===== src/rtl/wdt_pkg.sv =====
package wdt_pkg;
    localparam int DATA_W  = 32;
    localparam int ADDR_W  = 6;
    localparam int PRESC_W = 2;
    // longest step is 16^(2^PRESC_W - 1) cycles
    localparam int TICK_W  = 4 * ((1 << PRESC_W) - 1);

    localparam logic [ADDR_W-1:0] OFF_LOAD  = 6'h20;
    localparam logic [ADDR_W-1:0] OFF_CNT   = 6'h24;
    localparam logic [ADDR_W-1:0] OFF_CTRL  = 6'h28;
    localparam logic [ADDR_W-1:0] OFF_ISTAT = 6'h2C;
    localparam logic [ADDR_W-1:0] OFF_RSTAT = 6'h30;
    localparam logic [ADDR_W-1:0] OFF_DIS   = 6'h34;

    localparam logic [DATA_W-1:0] KEY_FIRST  = 32'h1234_5678;
    localparam logic [DATA_W-1:0] KEY_SECOND = 32'h8765_4321;

    typedef struct packed {
        logic [PRESC_W-1:0] presc;
        logic               wd_mode;
        logic               irq_en;
        logic               auto_rl;
        logic               enable;
    } ctrl_t;

    function automatic ctrl_t ctrl_unpack(logic [DATA_W-1:0] w);
        ctrl_t c;
        c.enable  = w[0];
        c.auto_rl = w[1];
        c.irq_en  = w[2];
        c.wd_mode = w[3];
        c.presc   = w[8 +: PRESC_W];
        return c;
    endfunction

    function automatic logic [DATA_W-1:0] ctrl_pack(ctrl_t c);
        logic [DATA_W-1:0] w;
        w = '0;
        w[0] = c.enable;
        w[1] = c.auto_rl;
        w[2] = c.irq_en;
        w[3] = c.wd_mode;
        w[8 +: PRESC_W] = c.presc;
        return w;
    endfunction

    // last prescale count before a step completes: 16^p - 1
    function automatic logic [TICK_W-1:0] step_limit(logic [PRESC_W-1:0] p);
        logic [TICK_W:0] full;
        full = {{TICK_W{1'b0}}, 1'b1} << (4 * int'(p));
        return full[TICK_W-1:0] - 1'b1;
    endfunction
endpackage


===== src/rtl/wdt_prescaler.sv =====
module wdt_prescaler
    import wdt_pkg::*;
(
    input  logic               clk,
    input  logic               rst,
    input  logic               restart,
    input  logic               run,
    input  logic [PRESC_W-1:0] presc,
    output logic               tick
);
    logic [TICK_W-1:0] div_q;
    logic [TICK_W-1:0] lim;

    assign lim  = step_limit(presc);
    assign tick = run && !restart && (div_q == lim);

    always_ff @(posedge clk) begin
        if (rst || restart || !run || tick)
            div_q <= '0;
        else
            div_q <= div_q + 1'b1;
    end
endmodule


===== src/rtl/wdt_countdown.sv =====
module wdt_countdown
    import wdt_pkg::*;
(
    input  logic              clk,
    input  logic              rst,
    input  logic              restart,
    input  logic [DATA_W-1:0] restart_val,
    input  logic              tick,
    input  logic              reload_en,
    input  logic [DATA_W-1:0] reload_val,
    output logic [DATA_W-1:0] count,
    output logic              expire,
    output logic              halted
);
    assign expire = tick && (count <= DATA_W'(1));

    always_ff @(posedge clk) begin
        if (rst) begin
            count  <= '0;
            halted <= 1'b0;
        end else if (restart) begin
            count  <= restart_val;
            halted <= 1'b0;
        end else if (expire) begin
            count  <= reload_en ? reload_val : '0;
            halted <= !reload_en;
        end else if (tick) begin
            count  <= count - 1'b1;
        end
    end
endmodule


===== src/rtl/wdt_unlock.sv =====
module wdt_unlock
    import wdt_pkg::*;
(
    input  logic              clk,
    input  logic              rst,
    input  logic              wr,
    input  logic [DATA_W-1:0] wdata,
    output logic              hit
);
    logic [DATA_W-1:0] last_q;

    assign hit = wr && (last_q == KEY_FIRST) && (wdata == KEY_SECOND);

    always_ff @(posedge clk) begin
        if (rst)
            last_q <= '0;
        else if (wr)
            last_q <= wdata;
    end
endmodule


===== src/rtl/wdog_unlock_timer.sv =====
module wdog_unlock_timer
    import wdt_pkg::*;
(
    input  logic              clk,
    input  logic              rst,
    input  logic              wr_en,
    input  logic [ADDR_W-1:0] wr_addr,
    input  logic [DATA_W-1:0] wr_data,
    input  logic [ADDR_W-1:0] rd_addr,
    output logic [DATA_W-1:0] rd_data,
    output logic              irq,
    output logic              rst_req
);
    ctrl_t             ctrl_q, ctrl_next;
    logic [DATA_W-1:0] load_q;
    logic              raw_q, pend_q, rflag_q, rreq_q;

    logic wr_load, wr_cnt, wr_ctrl, wr_istat, wr_rstat, wr_dis;
    logic en_rise, restart, run, tick, expire, halted, unlock_hit;
    logic exp_timer, exp_wd;
    logic [DATA_W-1:0] restart_val, count;

    assign wr_load  = wr_en && (wr_addr == OFF_LOAD);
    assign wr_cnt   = wr_en && (wr_addr == OFF_CNT);
    assign wr_ctrl  = wr_en && (wr_addr == OFF_CTRL);
    assign wr_istat = wr_en && (wr_addr == OFF_ISTAT);
    assign wr_rstat = wr_en && (wr_addr == OFF_RSTAT);
    assign wr_dis   = wr_en && (wr_addr == OFF_DIS);

    // watchdog mode may be set by a control write, never cleared by one
    always_comb begin
        ctrl_next = ctrl_unpack(wr_data);
        ctrl_next.wd_mode = ctrl_next.wd_mode | ctrl_q.wd_mode;
    end

    assign en_rise     = wr_ctrl && !ctrl_q.enable && ctrl_next.enable;
    assign restart     = wr_load || (wr_cnt && !ctrl_q.wd_mode) || en_rise;
    assign restart_val = en_rise ? load_q : wr_data;
    assign run         = ctrl_q.enable && !halted;
    assign exp_timer   = expire && !ctrl_q.wd_mode;
    assign exp_wd      = expire && ctrl_q.wd_mode;

    wdt_prescaler u_presc (
        .clk     (clk),
        .rst     (rst),
        .restart (restart),
        .run     (run),
        .presc   (ctrl_q.presc),
        .tick    (tick)
    );

    wdt_countdown u_count (
        .clk         (clk),
        .rst         (rst),
        .restart     (restart),
        .restart_val (restart_val),
        .tick        (tick),
        .reload_en   (ctrl_q.auto_rl && !ctrl_q.wd_mode),
        .reload_val  (load_q),
        .count       (count),
        .expire      (expire),
        .halted      (halted)
    );

    wdt_unlock u_unlock (
        .clk   (clk),
        .rst   (rst),
        .wr    (wr_dis),
        .wdata (wr_data),
        .hit   (unlock_hit)
    );

    always_ff @(posedge clk) begin
        if (rst) begin
            ctrl_q  <= '0;
            load_q  <= '0;
            raw_q   <= 1'b0;
            pend_q  <= 1'b0;
            rflag_q <= 1'b0;
            rreq_q  <= 1'b0;
        end else begin
            if (wr_ctrl)
                ctrl_q <= ctrl_next;
            else if (unlock_hit)
                ctrl_q.wd_mode <= 1'b0;

            if (wr_load)
                load_q <= wr_data;

            // a same-cycle expiry wins over a clearing write
            if (exp_timer)
                raw_q <= 1'b1;
            else if (wr_istat)
                raw_q <= 1'b0;

            if (exp_timer && ctrl_q.irq_en)
                pend_q <= 1'b1;
            else if (wr_istat)
                pend_q <= 1'b0;

            if (exp_wd)
                rflag_q <= 1'b1;
            else if (wr_rstat)
                rflag_q <= 1'b0;

            rreq_q <= exp_wd;
        end
    end

    always_comb begin
        unique case (rd_addr)
            OFF_LOAD:  rd_data = load_q;
            OFF_CNT:   rd_data = count;
            OFF_CTRL:  rd_data = ctrl_pack(ctrl_q);
            OFF_ISTAT: rd_data = {{(DATA_W-1){1'b0}}, raw_q};
            OFF_RSTAT: rd_data = {{(DATA_W-1){1'b0}}, rflag_q};
            default:   rd_data = '0;
        endcase
    end

    assign irq     = pend_q;
    assign rst_req = rreq_q;
endmodule


===== config.mk =====
export PLATFORM = sky130hd
export DESIGN_NAME = wdog_unlock_timer
export DESIGN_NICKNAME = d
export VERILOG_FILES = /design/src/rtl/wdt_pkg.sv /design/src/rtl/wdt_prescaler.sv /design/src/rtl/wdt_countdown.sv /design/src/rtl/wdt_unlock.sv /design/src/rtl/wdog_unlock_timer.sv
export SDC_FILE = /design/constraint.sdc
export NUM_CORES = 1
export LEC_CHECK = 0
export BUFFER_PORTS_ARGS = -buffer_cell sky130_fd_sc_hd__buf_2
export CAP_MARGIN = 20
export CORE_ASPECT_RATIO = 0.7
export CORE_MARGIN = 2
export CORE_UTILIZATION = 59
export DETAILED_ROUTE_END_ITERATION = 8
export PLACE_DENSITY = 0.84
export SLEW_MARGIN = 20
export SYNTH_ARGS = -nofsm -noshare
export SYNTH_HDL_FRONTEND = slang
export SYNTH_SLANG_ARGS = --single-unit

===== constraint.sdc =====
create_clock -name clk -period 3.7 [get_ports clk]
set_clock_uncertainty 0.15 [all_clocks]
set_input_delay 0.74 -clock clk [delete_from_list [all_inputs] [get_ports clk]]
set_output_delay 0.74 -clock clk [all_outputs]
set_load 0.01 [all_outputs]

; After elaboration in Yosys (flattened, before gate mapping)
; Index checks and enable logic that the tools add are counted.
[word_totals]
ff_bits = 119
inputBits = 47
output_inout_bits = 34
wordCells = 83
[classes]
n_addsub = 3
magnitude_cmp = 1
eq_ne = 14
shift = 1
muxes = 13
bitwise = 1
reduce_logical = 36
[ops]
columns = operator, n
row1 = 32-bit 2-to-1 mux, 5
row2 = 32-bit one-hot mux with 5 select lines, 1
row3 = 6-bit equality test (second input constant), 11
row4 = 32-bit by 29-bit equality test with 1-bit output (second input constant), 1
row5 = 32-bit equality test (second input constant), 1
row6 = 32-bit by 1-bit <= comparator with 1-bit output (second input constant), 1
row7 = 32-bit by 1-bit subtractor with 32-bit output (second input constant), 1
row8 = 1-bit logical AND, 19
row9 = 12-bit by 1-bit adder with 12-bit output (second input constant), 1
row10 = 12-bit equality test, 1
row11 = 1-bit by 4-bit << shifter with 12-bit output (first input constant), 1
row12 = 12-bit by 1-bit subtractor with 12-bit output (second input constant), 1
row13 = 2-bit nonzero test, 4
row14 = 1-bit 2-to-1 mux, 7
row15 = 1-bit zero test, 6
row16 = 1-bit logical OR, 5
row17 = 3-bit nonzero test, 1
row18 = 2-bit OR reduction, 1
row19 = 1-bit bitwise OR, 1

; Depth between registers and ports, before layout
[logic_depth]
depth_word = 12
ltp_mapped = 10
depth_no_buf = 8

; Hierarchy
; From an unflattened synthesis, not the netlist that was laid out.
[unflattened]
cells_unflattened = 842
area_unflattened_um2 = 7116.8
[by_module_without_submodules]
columns = mod, instances, cells_each, area_each_um2, seq_area_each_um2
row1 = wdt_countdown, 1, 351, 2631.3, 660.6
row2 = wdog_unlock_timer, 1, 293, 2542.4, 840.8
row3 = wdt_unlock, 1, 129, 1303.8, 640.6
row4 = wdt_prescaler, 1, 69, 639.4, 240.2

; Least setup slack after synthesis
; No wires, ideal clock.
[synth_path]
kind = reg2reg
start = register ctrl_q[4] (netlist name)
end = register u_count.count[12]
t_arrival_ps = 2719
required_ps = 3459
setup_slack_ps = 740
path_stages_with_launch = 11
path_buffers = 2
synth_period_minus_slack_ps = 2960
cell_sequence = dfxtp_1 -> or2_2 -> ha_1 -> or4_1 -> a211o_1 -> a211oi_2 -> and2_1 -> buf_2 -> buf_4 -> nand3_1 -> a311oi_1
[synth_via]
elab_chain_cells = 7
elab_cells_between_ends = 8
cone_classes = add/sub: 1 / eq/ne: 1 / shift: 1 / mux: 2 / reduce/logical: 3
[synth_rtl]
columns = item, line
row1 = "start, declared", wdog_unlock_timer.sv:14  ; ctrl_t ctrl_q, ctrl_next;
row2 = "start signal, assigned", wdog_unlock_timer.sv:83  ; ctrl_q <= ctrl_next;
row3 = 1-bit by 4-bit << shifter with 12-bit output *, wdt_pkg.sv:50  ; full = {{TICK_W{1'b0}}, 1'b1} << (4 * int'(p));
row4 = 12-bit by 1-bit subtractor with 12-bit output *, wdt_pkg.sv:51  ; return full[TICK_W-1:0] - 1'b1;
row5 = 12-bit equality test *, wdt_prescaler.sv:15  ; assign tick = run && !restart && (div_q == lim);
row6 = 1-bit logical AND *, wdt_prescaler.sv:15
row7 = 1-bit logical AND, wdt_countdown.sv:15  ; assign expire = tick && (count <= DATA_W'(1));
row8 = 32-bit 2-to-1 mux, wdt_countdown.sv:24  ; end else if (expire) begin
row9 = 32-bit 2-to-1 mux, wdt_countdown.sv:21  ; end else if (restart) begin
row10 = "end signal, assigned", wdt_countdown.sv:22  ; count <= restart_val;
row11 = "end signal, assigned", wdt_countdown.sv:25  ; count <= reload_en ? reload_val : '0;
row12 = "end signal, assigned", wdt_countdown.sv:28  ; count <= count - 1'b1;
row13 = "end, declared", wdt_countdown.sv:11  ; output logic [DATA_W-1:0] count,
; Every way passes the cells marked *; elsewhere a longest branch is shown, timed or not.
; A chain may end at the register's enable or synchronous reset.

; Worst setup path after layout
[layout_path]
start = register ctrl_q[4] (netlist name)
end = register u_count.count[7]
; Same word-level chain as after synthesis.

==> flow_summary.toml <==
[run_status]
status = "completed"

[clock_network]
clkLatencyLatePin_ns = 0.42
h-tree-depth = 4
cts_buffers = 17
cts_tree = "yes"
clockRootBuffer = "clkbuf_16"
cts-resized-gates = 0
postCtsHoldBufs = 0
post_cts_buffers = 0
cts.path.max_buffers = 2
path_clk_slew_ns = 0.06
cts_sinks = 119

[synthesis]
post_synth_instance_area_um2 = 6660
synthCells = 877
synth_edf_count = 0
synthTopCellsByCount = "nand2_1 (160), dfxtp_1 (119), nor2_1 (101)"
syn_avg_cell_area_um2 = 7.59
yosys_warnings = 0
synth_area_leaders = "dfxtp_1 (36%), nand2_1 (9.0%), a21oi_1 (6.5%), mux2i_1 (5.7%), nor2_1 (5.7%)"
yosysUniqueCellTypes = 65
netlist.area_leader.share_pct = 35.8
ys_async_sr_fraction_pct = 0
synth_ff_type = "dfxtp_1"
synth.most_common_cell = "nand2_1"
ys_ff_latch = 119
synth_area_leader_cell = "dfxtp_1"
syn_nets = 928
seq_area_frac_synth_pct = 35.8

[global_routing]
grt_pass1_wl_um = 33200
grt_pass1_vias = 6292
antenna_found_initial = 0
track_usage_pct = 35.3
grt-ovfl-total = 0
grt_max_degree = 67

[critical_path]
critical_path_required_ns = 3.91
worstSetupStartpointType = "register"
critPathCaptureType = "register"
critical_path.max_fanout = 12
arrival_ns = 3.62
rrSetupSlack_ns = 0.29
critical_path_class = "reg -> reg"

[power_and_ir_drop]
powerDensity_nw_per_um2 = 440
peakVddDrop_mv = 0.356
p_leak_uw = 0.00305

[timing]
setup_viol = 0
period_share_pct = 92.1
hold_violations = 0
period_needed_ns = 3.41
tns_ns = 0
worst_pin_slew_ns = 0.727
fin_ws_ns = 0.291
rsz0062_at_grt = "false"
slew_headroom_pct = 51.1
fmax_ghz = 0.293
final-max-slew-violation-count = 0

[route]
wl_met1_um = 8890
first_iter_violations = 953
num_vias = 7136
wl_met3_um = 2720
routed.top_layer = "met4"
drcViolationCount = 0
dr.pass1.iters = 8
wire_per_inst_um = 19.0
antenna_left = 0
met2_length_um = 8870
viasPerCell = 6.46
routed_wl_um = 21000

[cells_and_area]
drive_gt1_share_pct = 16.3
area_growth_pct = 17.6
fin_area_um2 = 7830
fillers = 886
fin_cells = 1105
antenna_cells = 0
post-route-util_pct = 71.1
regArea_um2 = 2380
multi_input_area_um2 = 3960
fin_nets = 990

[placement]
port-buffer-count = 80
hpwl_um = 14600
gp_congestion = 1.02
place_ws_ns = 0.463
dp_cells = 1073
placed_area_um2 = 7220

[floorplanning]
start_util_pct = 60.5
die_w_um = 131
rows = 32
io_pins = 81
core_area_um2 = 11000
dieHeight_um = 92.9
dieArea_um2 = 12200

[hold_path]
hold_class = "reg -> reg"

[run]
max_cap_violations = 0
-- metal layers --
metal | global-route usage, % | vias up
met4 | 10.9 | 0
met2 | 50.2 | 443
met1 | 50.0 | 3354
met5 | 0 | -
met3 | 11.8 | 67
li1 | - | 3272
-- cell families (layout without fill, tap and decap cells) --
logic type | after synthesis | count (layout) | share of synthesized area (%)
AO/OA/AOI/OAI | 187 | 187 | 18.4
buffers and inverters | 79 | 154 | 4.76
XOR/XNOR | 38 | 38 | 5.00
multiplexers | 39 | 39 | 5.94
adder cells (fa/ha/maj) | 4 | 4 | 0.752
AND/OR/NAND/NOR | 411 | 411 | 29.3
flip-flops | 119 | 119 | 35.8
-- path summary, 6_finish.rpt --
| kind | depth (start not counted) | from | end |
|---|---|---|---|
| hold reg to reg | 2 | u_unlock.last_q[5] | u_unlock.last_q[5] |
| setup reg to reg | 9 | ctrl_q[4] | u_count.count[7] |
| setup / recovery | 9 | ctrl_q[4] | u_count.count[7] |
| hold / removal | 2 | u_unlock.last_q[5] | u_unlock.last_q[5] |
-- where the power goes --
group / total, uW / switching [uW] / internal [uW]
registers: 1310 / 15.7 / 1290
clock network: 1730 / 649 / 1080
logic: 412 / 253 / 159
total: 3450 / 917 / 2530
-- registers in the layout, summed over array words and instances (netlist names) --
| name | flops |
|---|---|
| u_presc.div_q | 12 |
| u_count.count | 32 |
| rst_req | 1 |
| raw_q | 1 |
| ctrl_q | 6 |
| irq | 1 |
| u_count.halted | 1 |
| load_q | 32 |
| rflag_q | 1 |
| u_unlock.last_q | 32 |
-- stage by stage --
stage          hold slack (ns)  total power [uW]
6_report                 0.303              3450
5_1_grt                  0.320              3540
4_1_cts                  0.304              3440
3_5_place_dp             0.295              1730
3_3_place_gp             0.289              1720
2_1_floorplan            0.278              1600
-- critical path: stages, from the launching register on --
cell	delay, ns
dfxtp_1	0.34
or2_2	0.33
ha_1	0.21
or4_1	0.41
a211o_1	0.34
a211oi_2	0.49
nor2_1	0.33
buf_4	0.28
a221o_1	0.35
a31oi_1	0.12
-- layout make-up --
class,count,share of cell area [%]
clock inverters,14,2.21
well taps,153,2.44
repair buffers,109,8.09
multi-input cells,679,50.6
flip-flops and latches,119,30.4
clock buffers,18,5.61
inverters,13,0.623
-- layout by cell type, fill, tap and decap left out, types with 4 or more instances in the layout --
cell	instances
a211oi_1	10
a21oi_1	86
a221oi_1	17
a22oi_1	9
a311oi_1	10
a31oi_1	11
and2_1	7
and3_1	7
buf_2	79
buf_4	29
clkbuf_16	17
dfxtp_1	119
ha_1	4
inv_1	13
mux2i_1	38
nand2_1	160
nand3_1	36
nand4_1	12
nand4b_1	4
nor2_1	101
nor3_1	14
nor4_1	21
nor4b_1	5
nor4bb_1	5
o211ai_1	5
o21ai_0	11
or3_1	13
or4_1	5
xnor2_1	13
xor2_1	25
Power figures use the tool's default switching activity.
